File: src/rtl/sq_pkg.sv
package sq_pkg;

    // Legal operand width: a power of two, at least 4 and at most 32.
    function automatic bit width_ok(int w);
        return (w >= 4) && (w <= 32) && ((w & (w - 1)) == 0);
    endfunction

endpackage

File: src/rtl/mul_node.sv
// Recursive half-width multiplier: W x W -> 2W, vertical-and-crosswise split.
module mul_node #(
    parameter int W = 2
) (
    input  logic [W-1:0]   a_i,
    input  logic [W-1:0]   b_i,
    output logic [2*W-1:0] p_o
);

    if (W == 2) begin : g_leaf
        logic [3:0] p_d;
        logic       c1_d;
        always_comb begin
            p_d[0] = a_i[0] & b_i[0];
            p_d[1] = (a_i[1] & b_i[0]) ^ (a_i[0] & b_i[1]);
            c1_d   = (a_i[1] & b_i[0]) & (a_i[0] & b_i[1]);
            p_d[2] = (a_i[1] & b_i[1]) ^ c1_d;
            p_d[3] = (a_i[1] & b_i[1]) & c1_d;
        end
        assign p_o = p_d;
    end else begin : g_split
        localparam int H = W / 2;

        logic [W-1:0]   ll_d, lh_d, hl_d, hh_d;
        logic [W:0]     mid_d;
        logic [2*W-1:0] mid_ext_d;
        logic [2*W-1:0] p_d;

        mul_node #(.W(H)) u_ll (.a_i(a_i[H-1:0]), .b_i(b_i[H-1:0]), .p_o(ll_d));
        mul_node #(.W(H)) u_lh (.a_i(a_i[H-1:0]), .b_i(b_i[W-1:H]), .p_o(lh_d));
        mul_node #(.W(H)) u_hl (.a_i(a_i[W-1:H]), .b_i(b_i[H-1:0]), .p_o(hl_d));
        mul_node #(.W(H)) u_hh (.a_i(a_i[W-1:H]), .b_i(b_i[W-1:H]), .p_o(hh_d));

        always_comb begin
            mid_d     = {1'b0, lh_d} + {1'b0, hl_d};
            mid_ext_d = {{(W-1){1'b0}}, mid_d} << H;
            p_d       = {hh_d, ll_d} + mid_ext_d;
        end
        assign p_o = p_d;
    end

    // A zero factor must give a zero product.
    always_comb begin
        if ((a_i == '0) || (b_i == '0)) begin
            AST_MUL_ZERO: assert (p_o == '0) else $error("zero factor, nonzero product");
        end
    end

endmodule

File: src/rtl/sqr_node.sv
// Recursive squarer: two half-width squarers, one half-width multiplier,
// cross term doubled by a one-place wire shift.
module sqr_node #(
    parameter int W = 2
) (
    input  logic [W-1:0]   a_i,
    output logic [2*W-1:0] sq_o
);

    if (W == 2) begin : g_leaf
        logic       and_d;
        logic [3:0] sq_d;
        always_comb begin
            and_d   = a_i[1] & a_i[0];
            sq_d[0] = a_i[0];
            sq_d[1] = 1'b0;
            sq_d[2] = a_i[1] ^ and_d;   // half adder sum
            sq_d[3] = a_i[1] & and_d;   // half adder carry
        end
        assign sq_o = sq_d;
    end else begin : g_split
        localparam int H = W / 2;

        logic [W-1:0]   sq_lo_d, sq_hi_d, cross_d;
        logic [W:0]     dbl_d;
        logic [W+1:0]   mid_d;
        logic [W:0]     top_d;
        logic [2*W-1:0] sq_d;

        sqr_node #(.W(H)) u_sq_lo (.a_i(a_i[H-1:0]), .sq_o(sq_lo_d));
        sqr_node #(.W(H)) u_sq_hi (.a_i(a_i[W-1:H]), .sq_o(sq_hi_d));
        mul_node #(.W(H)) u_cross (.a_i(a_i[W-1:H]), .b_i(a_i[H-1:0]), .p_o(cross_d));

        always_comb begin
            dbl_d = {cross_d, 1'b0};
            mid_d = {1'b0, dbl_d} + {{(W+2-H){1'b0}}, sq_lo_d[W-1:H]};
            top_d = {1'b0, sq_hi_d} + {{(H-1){1'b0}}, mid_d[W+1:H]};
            sq_d  = {top_d[W-1:0], mid_d[H-1:0], sq_lo_d[H-1:0]};
        end
        assign sq_o = sq_d;

        always_comb begin
            AST_NO_OVERFLOW: assert (top_d[W] == 1'b0) else $error("top add carried out");
            AST_LO_BIT0: assert (sq_lo_d[0] == a_i[0]) else $error("low square bit0 mismatch");
            AST_LO_BIT1: assert (sq_lo_d[1] == 1'b0) else $error("low square bit1 set");
            AST_HI_BIT1: assert (sq_hi_d[1] == 1'b0) else $error("high square bit1 set");
            if (a_i[W-1:H] == '0) begin
                AST_CROSS_ZERO: assert (cross_d == '0) else $error("cross term nonzero");
            end
        end
    end

endmodule

File: src/rtl/dc_squarer.sv
module dc_squarer #(
    parameter int W = 8
) (
    input  logic [W-1:0]   op_i,
    output logic [2*W-1:0] sq_o
);

    if (!sq_pkg::width_ok(W)) begin : g_bad_width
        $error("dc_squarer: W must be a power of two from 4 to 32");
    end

    logic [2*W-1:0] sq_d;

    sqr_node #(.W(W)) u_root (.a_i(op_i), .sq_o(sq_d));

    assign sq_o = sq_d;

    always_comb begin
        AST_OUT_BIT0: assert (sq_d[0] == op_i[0]) else $error("result bit0 mismatch");
        AST_OUT_BIT1: assert (sq_d[1] == 1'b0) else $error("result bit1 set");
    end

endmodule

File: config.mk
export PLATFORM = sky130hd
export DESIGN_NAME = dc_squarer
export DESIGN_NICKNAME = d
export VERILOG_FILES = /design/src/rtl/sq_pkg.sv /design/src/rtl/mul_node.sv /design/src/rtl/sqr_node.sv /design/src/rtl/dc_squarer.sv
export SDC_FILE = /design/constraint.sdc
export NUM_CORES = 1
export LEC_CHECK = 0
export ABC_AREA = 0
export BUFFER_PORTS_ARGS = -buffer_cell sky130_fd_sc_hd__clkbuf_2
export CAP_MARGIN = 0
export CORE_ASPECT_RATIO = 1.25
export CORE_MARGIN = 5
export CORE_UTILIZATION = 55
export DETAILED_ROUTE_END_ITERATION = 8
export GPL_ROUTABILITY_DRIVEN = 0
export PLACE_DENSITY = 0.85
export SYNTH_ARGS = -nofsm -noshare
export SYNTH_HDL_FRONTEND = slang
export SYNTH_HIERARCHICAL = 1
export SYNTH_SLANG_ARGS = --single-unit
File: constraint.sdc
create_clock -name vclk -period 8.3
set_clock_uncertainty 0.2 [all_clocks]
set_input_delay 0.415 -clock vclk [all_inputs]
set_output_delay 0.415 -clock vclk [all_outputs]
set_load 0.05 [all_outputs]
Word-level counts from Yosys, hierarchy flattened

Index checks and enable logic that the tools add are counted.

Output and inout bits: 16
Word-level logic and storage cells: 68
Bits in registers: 0
Input bits: 8

Add/subtract/negate cells: 8
Bitwise logic cells: 60

Operators with widths:

| operator                                | number |
|---|---|
| 1-bit AND                               | 44 |
| 1-bit bitwise XOR                       | 16 |
| 5-bit by 2-bit adder with 6-bit output  | 2 |
| 9-bit by 4-bit adder with 10-bit output | 1 |
| 4-bit adder                             | 2 |
| 8-bit by 6-bit adder with 8-bit output  | 1 |
| 8-bit by 7-bit adder with 8-bit output  | 1 |
| 4-bit by 4-bit adder with 5-bit output  | 1 |

Logic depth before layout (Yosys ltp)

Gate-level depths: netlist of run 1.

Depth in word-level cells: 7
Depth in mapped cells: 17

By module

The synthesis of run 1 kept the hierarchy.

Modules (own cells, without submodules):

| module                                                 | area an instance (um2) | times used | cells an instance |
|---|---|---|---|
| sqr_node at u_root                                     | 422.9                  | 1          | 51 |
| mul_node at u_root.g_split.u_cross                     | 311.5                  | 1          | 34 |
| mul_node at u_root.g_split.u_cross.g_split.u_hh ...    | 50.0                   | 6          | 6 |
| sqr_node at u_root.g_split.u_sq_hi                     | 180.2                  | 1          | 19 |
| sqr_node at u_root.g_split.u_sq_lo                     | 163.9                  | 1          | 19 |
| sqr_node at u_root.g_split.u_sq_hi.g_split.u_sq_hi ... | 35.0                   | 4          | 5 |

Worst setup path before layout of run 1

No wires, ideal clock.

Path kind: input-to-output
From: input op_i[3]
To: output sq_o[15]
Setup slack: 3,242 ps
Arrival: 4,443 ps
Cell stages on the path: 17
Path buffers: 0
Data required time: 7,685 ps
Path through: and2_1 -> ha_1 -> ha_1 -> xor2_1 -> inv_1 -> fa_1 -> xnor2_1 -> ha_1 -> a21o_1 -> a21oi_1 -> nor3b_1 -> xor2_1 -> ha_1 -> nand2_1 -> a21boi_0 -> o31ai_2 -> xnor2_1

Elaborated cells on any way between the ends: 27

RTL lines:

| what                                          | RTL line        | source |
|---|---|---|
| start: declaration                            | dc_squarer.sv:4 | `input logic [W-1:0] op_i,` |
| 1-bit AND                                     | mul_node.sv:15  | `p_d[1] = (a_i[1] & b_i[0]) ^ (a_i[0] & b_i[1]);` |
| 1-bit bitwise XOR                             | mul_node.sv:15  |  |
| via u_root.g_split.u_sq_lo.g_split.cross_d[1] | sqr_node.sv:24  | `logic [W-1:0] sq_lo_d, sq_hi_d, cross_d;` |
| 5-bit by 2-bit adder with 6-bit output        | sqr_node.sv:36  | `mid_d = {1'b0, dbl_d} + {{(W+2-H){1'b0}}, sq_lo_d[W-1:H]};` |
| 4-bit adder                                   | sqr_node.sv:37  | `top_d = {1'b0, sq_hi_d} + {{(H-1){1'b0}}, mid_d[W+1:H]};` |
| via u_root.g_split.sq_lo_d[6]                 | sqr_node.sv:24  |  |
| 9-bit by 4-bit adder with 10-bit output       | sqr_node.sv:36  |  |
| 8-bit by 6-bit adder with 8-bit output        | sqr_node.sv:37  |  |
| end: declaration                              | dc_squarer.sv:5 | `output logic [2*W-1:0] sq_o` |

The timed path passes the listed nets, and every way through them passes these cells.

Worst setup path after layout of run 1

From: input op_i[2]
To: output sq_o[14]

Same word-level chain as after synthesis.

==> results of run 1 <==
==> per-stage QoR <==
stage / power [mW] / setup WS [ns] / instance area [sq um] / util (%)
after global placement: 0.292 / 3.13 / 1620 / 60.3
after CTS: 0.297 / 2.99 / 1620 / 60.3
after detailed placement: 0.295 / 3.01 / 1620 / 60.3
after global routing: 0.318 / 2.70 / 1620 / 60.3
final: 0.293 / 3.00 / 1620 / 60.3
after floorplan: 0.251 / 3.24 / 1520 / -
==> report_power, final <==
group / switching (mW) / internal (mW) / leakage (nW) / total, mW
Combinational: 0.203 / 0.0905 / 0.910 / 0.293
Clock: 0 / 0 / 0 / 0
Sequential: 0 / 0 / 0 / 0
==> logic make-up (layout without fill, tap and decap cells) <==
family                     after synthesis  count (layout)
adders and majority gates               46              46
other                                    4               4
buffers and inverters                   22              37
xor gates and xnor gates                28              28
and+or+nand+nor                         49              49
AOI/OAI and AO/OA                       30              30
==> layer usage <==
| layer | vias to the layer above | track usage, % | part of all wire, % | wire length, um |
|---|---|---|---|---|
| li1 | 622 | - | - | - |
| met1 | 540 | 15.9 | 40 | 1070 |
| met2 | 17 | 31.6 | 56 | 1470 |
| met3 | 2 | 0 | 3.0 | 79 |
| met4 | 0 | 1.45 | 0.72 | 19 |
| met5 | - | 0 | 0 | 0 |
==> worst min-delay path by stage <==
stage,cells past startpoint,start,slack (ns),endpoint
after floorplan,1,op_i[0],0.80,sq_o[0]
after CTS,2,op_i[0],1.02,sq_o[0]
after global routing,2,op_i[0],1.05,sq_o[0]
after global placement,2,op_i[0],1.02,sq_o[0]
final,2,op_i[0],1.01,sq_o[0]
after detailed placement,2,op_i[0],1.02,sq_o[0]
==> final cells by class <==
type / count / area, sq um / area share, %
Inverter: 14 / 52.6 / 3.25
Multi-Input combinational cell: 157 / 1410 / 87.0
Tap cell: 34 / 42.5 / 2.63
Timing Repair Buffer: 23 / 115 / 7.12
==> layout by cell type, fill, tap and decap left out, drive strengths merged <==
cell and n:
a21oi 12, nand2 4, nor3 1, fa 6, clkbuf 23, inv 14
a21o 9, nor2 3, nand3 5, and2b 4, conb 4, ha 40
and3 1, xnor2 19, o31ai 1, and2 28, nor3b 1, o21bai 2
a21boi 1, nor2b 2, a211oi 2, o211ai 1, xor2 9, o21ai 2
==> impl_metrics.json, run 1 <==
{
  "seq_area_sq_um": 0,
  "nFillCells": 267,
  "drt_iter0_markers": 13,
  "startpoint": "op_i[2]",
  "grt.total_usage_pct": 14.5,
  "path_delay_family": "adder cells",
  "synth_top_family_by_area": "adder cells",
  "pin_count": 24,
  "drv_cap": 0,
  "rows": 21,
  "dieHeight_um": 68.8,
  "antenna_found_initial": 0,
  "portBuffers": 23,
  "max_freq_ghz": 0.189,
  "synth.largest_area_cell": "ha_1",
  "area_delta_synth_final_pct": 6.43,
  "drive_gt1_share_pct": 20.6,
  "cpPeakStageDelay_ns": 0.41,
  "synthTopCellsByArea": "ha_1 (33%), xnor2_1 (10%), and2_1 (9.9%)",
  "finalWirelength_um": 2630,
  "synth.top_cells.by_count": "ha_1 (40), and2_1 (24), xnor2_1 (18), inv_1 (14), a21oi_1 (10)",
  "grt_max_degree": 10,
  "post_cts_resized": 0,
  "initial_utilization_pct": 56.7,
  "rsz0062_at_grt": "false",
  "synthesis.area_sq_mm": 0.00152,
  "critPathCaptureType": "primary output",
  "overflow": 0,
  "cp-start-kind": "primary input",
  "synthXorXnorAreaFrac_pct": 16.6,
  "drc": 0,
  "die_w_um": 57.0,
  "ir_drop_uv": 196,
  "fin_crit_sh_pct": 63.8,
  "hold_viol": 0,
  "nNetsFinal": 250,
  "p_leak_nw": 0.910,
  "post_cts_buffers": 0,
  "clock_buffer_count": 0,
  "wl_per_cell_um": 11.5,
  "dpl.cell_count": 228,
  "netlist_instances": 179,
  "nFlopsAndLatches": 0,
  "path_common_cell": "ha_1",
  "criticalPathCategory": "in -> out",
  "synth_top_area_share_pct": 32.9,
  "finalSetupViolations": 0,
  "timing.final.max_slew_violations": 0,
  "critPathBufInv": 3,
  "status": "finished clean",
  "detail-route-antenna-nets": 0,
  "die_area_sq_mm": 0.00392,
  "synth_fa_ha_area_share_pct": 40.9,
  "worstPathRequired_ns": 7.69,
  "finalCriticalPeriod_ns": 5.30,
  "viasPerCell": 5.18,
  "tns_ns": 0,
  "synth_nets": 233,
  "yosysMostFrequentCell": "ha_1",
  "synth_compound_gate_area_share_pct": 14.2,
  "cp.arrival_ns": 4.68,
  "hp-class": "in -> out",
  "ys_seq_area_share_pct": 0,
  "synth_cell_type_count": 30,
  "power_density_mw_per_mm2": 181,
  "cp_cell_sequence": "clkbuf_2 > and2_1 > ha_1 > ha_1 > xor2_1 > inv_1 > fa_1 > xnor2_1 > ha_1 > a21o_1 > a21oi_1 > xnor2_1 > ha_1 > fa_1 > a21oi_1 > o211ai_1 > a21oi_1 > xnor2_1 > clkbuf_2",
  "grt_pass1_wl_um": 4720,
  "core_area_sq_mm": 0.00268,
  "hpwlAfterDp_um": 2370,
  "cp.depth": 19,
  "vias": 1181,
  "first_pass_iters": 4,
  "synthSimpleGateAreaFrac_pct": 19.9,
  "hold_ws_ns": 1.01,
  "slowest_stage": "fa_1",
  "worst-path-max-fanout": 9,
  "synthMuxAreaShare_pct": 0,
  "endpoint": "sq_o[14]",
  "grt_pass1_vias": 1211,
  "postSynthAreaPerCell_sq_um": 8.49,
  "postCtsHoldBufs": 0,
  "ys.warnings.count": 6,
  "fin_cells": 228,
  "diodes": 0
}
No activity file was read; power rests on OpenSTA's default activity.
==> inputs of run 2 (changes only) <==
==> constraint.sdc (replaced) <==
create_clock -name vclk -period 5.25
set_clock_uncertainty 0.2 [all_clocks]
set_input_delay 0.2625 -clock vclk [all_inputs]
set_output_delay 0.2625 -clock vclk [all_outputs]
set_load 0.05 [all_outputs]
==> run 2 against run 1 <==
  * Critical path type unchanged
  * Combinational power up 58%
  * Die area stayed put
  * Highest routed layer unchanged
  * Wire length grew 2.8%
  * Global-route usage down 0.073 points
  * Largest cell class unchanged
==> impl_metrics.json, run 2 (synthesized netlist as in run 1, its figures left out) <==
{
  "status": "finished clean",
  "p_leak_nw": 0.910,
  "max_freq_ghz": 0.202,
  "dieHeight_um": 68.8,
  "finalCriticalPeriod_ns": 4.95,
  "rows": 21,
  "tns_ns": 0,
  "power.total_mw": 0.464,
  "postCtsHoldBufs": 0,
  "hold_ws_ns": 0.713,
  "combPwrFrac_pct": 100.0,
  "seqPwrFrac_pct": 0,
  "worst-path-max-fanout": 9,
  "diodes": 0,
  "hpwlAfterDp_um": 2410,
  "criticalPathCategory": "in -> out",
  "cp.arrival_ns": 4.49,
  "detail-route-antenna-nets": 0,
  "drc": 0,
  "vias": 1205,
  "post_cts_buffers": 0,
  "first_pass_iters": 4,
  "die_area_sq_mm": 0.00392,
  "timing.final.max_slew_violations": 0,
  "drive_gt1_share_pct": 20.6,
  "pwr-share-clk_pct": 0,
  "fin_crit_sh_pct": 94.3,
  "portBuffers": 23,
  "nNetsFinal": 250,
  "antenna_found_initial": 0,
  "wl_per_cell_um": 11.9,
  "post_cts_resized": 0,
  "area_delta_synth_final_pct": 6.43,
  "rsz0062_at_grt": "false",
  "pin_count": 24,
  "layout_common_cells": "ha_1 (40), and2_1 (24), clkbuf_2 (23)",
  "finalWirelength_um": 2710,
  "clock_buffer_count": 0,
  "cp-start-kind": "primary input",
  "initial_utilization_pct": 56.7,
  "intPower_mw": 0.143,
  "viasPerCell": 5.29,
  "nFlopsAndLatches": 0,
  "seq_area_sq_um": 0,
  "grt_pass1_wl_um": 4670,
  "hp-class": "in -> out",
  "overflow": 0,
  "die_w_um": 57.0,
  "layout_commonest_cell": "ha_1",
  "core_area_sq_mm": 0.00268,
  "worstPathRequired_ns": 4.79,
  "critPathCaptureType": "primary output",
  "drt_iter0_markers": 13,
  "p_sw_mw": 0.321,
  "drv_cap": 0,
  "grt.total_usage_pct": 14.4,
  "grt_max_degree": 10,
  "ir_drop_uv": 306,
  "power_density_mw_per_mm2": 287,
  "sw_frac_of_total_pct": 69.2,
  "hold_viol": 0,
  "grt_pass1_vias": 1228,
  "finalSetupViolations": 0
}
==> run 2: cell counts in the layout (fill, tap and decap cells not counted) <==
No cell type changed its count.
==> run 2: worst paths after layout <==
| check | cells after the start | slack [ns] | end | from |
|---|---|---|---|---|
| hold / removal | 2 | 0.71 | sq_o[0] | op_i[0] |
| setup / recovery | 19 | 0.30 | sq_o[14] | op_i[0] |
==> run 2: cell type report <==
cell class,instances,area [sq um]
inverter,14,52.6
multi-input combinational,157,1410
timing repair buffer,23,115
fill,257,1060
tap,34,42.5
==> run 2: metal layers <==
| metal | up-vias | part of all wire, % | global-route usage [%] |
|---|---|---|---|
| met4 | 0 | 0.30 | 0.580 |
| li1 | 625 | - | - |
| met1 | 551 | 40 | 15.2 |
| met3 | 2 | 4.0 | 0.372 |
| met2 | 27 | 55 | 32.4 |
| met5 | - | 0 | 0 |
==> run 2: power by group through the flow <==
stage / sequential (mW) / clock (mW) / combinational (mW)
3_5_place_dp: 0 / 0 / 0.468
2_1_floorplan: 0 / 0 / 0.396
4_1_cts: 0 / 0 / 0.469
3_3_place_gp: 0 / 0 / 0.462
5_1_grt: 0 / 0 / 0.503
6_report: 0 / 0 / 0.464
==> run 2: through the flow <==
stage	std cells	utilization (%)	cell area, sq um	setup WS [ns]
after floorplan	179	-	1520	0.497
after global placement	228	60.3	1620	0.387
after detailed placement	228	60.3	1620	0.302
after CTS	228	60.3	1620	0.282
after global routing	228	60.3	1620	0.0141
final	228	60.3	1620	0.298
==> run 2: critical path, cell delays in order <==
cell	delay, ns
clkbuf_2	0.14
and2_1	0.16
ha_1	0.30
ha_1	0.23
xor2_1	0.24
inv_1	0.09
fa_1	0.40
xnor2_1	0.27
ha_1	0.29
a21o_1	0.18
a21oi_1	0.26
xnor2_1	0.11
ha_1	0.23
fa_1	0.41
a21oi_1	0.19
o211ai_1	0.12
a21oi_1	0.18
xnor2_1	0.13
clkbuf_2	0.29
==> inputs of run 3 (changes only) <==
--- a/config.mk
+++ b/config.mk
@@ -10,11 +10,10 @@
 export CAP_MARGIN = 0
 export CORE_ASPECT_RATIO = 1.25
 export CORE_MARGIN = 5
-export CORE_UTILIZATION = 55
+export CORE_UTILIZATION = 50
 export DETAILED_ROUTE_END_ITERATION = 8
 export GPL_ROUTABILITY_DRIVEN = 0
-export PLACE_DENSITY = 0.85
+export PLACE_DENSITY = 0.8
 export SYNTH_ARGS = -nofsm -noshare
 export SYNTH_HDL_FRONTEND = slang
-export SYNTH_HIERARCHICAL = 1
 export SYNTH_SLANG_ARGS = --single-unit
==> run 3 against run 2 <==
  * Hold slack better by 0.10 ns
  * Wire length is 3.1% higher
  * Die area is 4.8% lower
  * Via count is 1.5% lower
  * Sequential share of layout area stayed put
==> impl_metrics.json, run 3 <==
{
  "status": "finished clean",
  "cp.arrival_ns": 4.60,
  "viasPerCell": 5.44,
  "synth_nets": 205,
  "ys_seq_area_share_pct": 0,
  "pin_count": 24,
  "p_leak_nw": 0.856,
  "initial_utilization_pct": 52.6,
  "multiInputGateArea_sq_mm": 0.00128,
  "postCtsHoldBufs": 0,
  "power_density_mw_per_mm2": 248,
  "nFlopsAndLatches": 0,
  "drv_cap": 0,
  "ys.warnings.count": 0,
  "grt_pass1_wl_um": 4830,
  "worst-path-max-fanout": 5,
  "relSlewSlack_pct": 64.4,
  "dpl.cell_count": 215,
  "portBuffers": 23,
  "synthTopCellsByArea": "ha_1 (37%), and2_1 (13%), xnor2_1 (9.4%)",
  "cp-start-kind": "primary input",
  "synth.largest_area_cell": "ha_1",
  "seq_area_sq_um": 0,
  "drc": 0,
  "drive_gt1_share_pct": 22.7,
  "diodes": 0,
  "wl_per_cell_um": 12.8,
  "synth_cell_type_count": 29,
  "hold_viol": 0,
  "antenna_found_initial": 0,
  "area_delta_synth_final_pct": 20.4,
  "grt_max_degree": 10,
  "synth_top_area_share_pct": 37.5,
  "grt_pass1_vias": 1294,
  "grt.total_usage_pct": 15.1,
  "first_pass_iters": 2,
  "worstPathRequired_ns": 4.79,
  "nNetsFinal": 237,
  "vias": 1187,
  "die_w_um": 55.7,
  "drt_iter0_markers": 8,
  "overflow": 0,
  "rows": 20,
  "detail-route-antenna-nets": 0,
  "yosysMostFrequentCell": "ha_1",
  "max_freq_ghz": 0.197,
  "criticalPathCategory": "in -> out",
  "core_area_sq_mm": 0.00248,
  "hp-class": "in -> out",
  "layout_commonest_cell": "ha_1",
  "netlist_instances": 155,
  "timing.final.max_slew_violations": 0,
  "layout_common_cells": "ha_1 (39), and2_1 (28), clkbuf_2 (21)",
  "finalCriticalPeriod_ns": 5.06,
  "tns_ns": 0,
  "dieHeight_um": 67.1,
  "finalWirelength_um": 2790,
  "tightest_slew_ns": 0.532,
  "fin_crit_sh_pct": 96.5,
  "clock_buffer_count": 0,
  "final_util_pct": 63.3,
  "ir_drop_uv": 336,
  "hpwlAfterDp_um": 2420,
  "postSynthAreaPerCell_sq_um": 8.40,
  "nFillCells": 218,
  "synthesis.area_sq_mm": 0.00130,
  "critPathCaptureType": "primary output",
  "finalSetupViolations": 0,
  "synth.top_cells.by_count": "ha_1 (39), and2_1 (28), xnor2_1 (14), inv_1 (13), xor2_1 (11)",
  "fin_cells": 218,
  "die_area_sq_mm": 0.00373
}
## run 3: changes by cell type after synthesis, sizes merged, moves of 4 or more
| cell | delta |
|---|---|
| buf | -6 |
| nor2b | +4 |
| and2b | -4 |
| xnor2 | -5 |
| a21o | -5 |
| a21oi | -4 |
## run 3: worst paths after layout
check | start | endpoint | slack [ns] | cells past startpoint
worst max-delay path | op_i[0] | sq_o[15] | 0.19 | 22
worst min-delay path | op_i[0] | sq_o[0] | 0.82 | 3
## run 3: layer usage
layer  up-vias  routed length (um)  GRT usage [%]
met2        28                1570           33.4
met5         -                   0              0
met1       560                1020           13.6
met4         0                  65           4.86
li1        589                   -              -
met3        10                 130           2.13
## run 3: repair_timing
| item | in CTS | in global routing |
|---|---|---|
| resized for setup | 1 | 8 |
| endpoints found under the hold margin | 0 | 0 |
| setup endpoints to repair | 1 | 3 |
| setup buffers | 0 | 3 |
| pin swaps | 0 | 9 |
## run 3: logic make-up (layout without fill, tap and decap cells)
kind of cell	Yosys count	count (layout)	synth area share (%)
buffers and inverters	15	45	4.90
multiplexers	1	1	0.769
other	1	1	0.288
adder cells (fa/ha/maj)	42	42	42.1
AO/OA/AOI/OAI	20	20	9.80
AND/OR/NAND/NOR	51	51	25.4
XOR/XNOR	25	25	16.8
## run 3: layout make-up
class / count / area share (%)
repair buffers: 32 / 12.8
inverters: 13 / 3.11
multi-input cells: 140 / 81.5
well taps: 33 / 2.63
## run 3: report_power, final
group / internal [mW] / switching, mW / total, mW
registers: 0 / 0 / 0
logic: 0.127 / 0.262 / 0.389
clock network: 0 / 0 / 0
total: 0.127 / 0.262 / 0.389
## run 3: worst max-delay path: stages
cell and delay, ns:
clkbuf_2 0.11, and2_1 0.18, ha_1 0.31, ha_1 0.28, ha_1 0.18, ha_1 0.18
xnor2_1 0.19, xnor2_1 0.16, xnor2_1 0.17, inv_1 0.09, fa_2 0.40, nand2b_1 0.16
a21oi_2 0.14, nor3b_4 0.22, xor2_1 0.17, ha_1 0.29, a21oi_2 0.15, nor2_1 0.06
or3_1 0.33, o221ai_2 0.22, xnor2_2 0.16, buf_12 0.16
## run 3: through the flow
step                      hold slack [ns]  area (sq um)  power (mW)  setup slack (ns)
after floorplan                     0.492          1310       0.299            0.0173
after global placement              0.804          1510       0.363             0.143
after detailed placement            0.817          1510       0.373           -0.0710
after CTS                           0.818          1520       0.375           0.00823
after global routing                0.837          1570       0.421           -0.0679
final                               0.817          1570       0.389             0.185
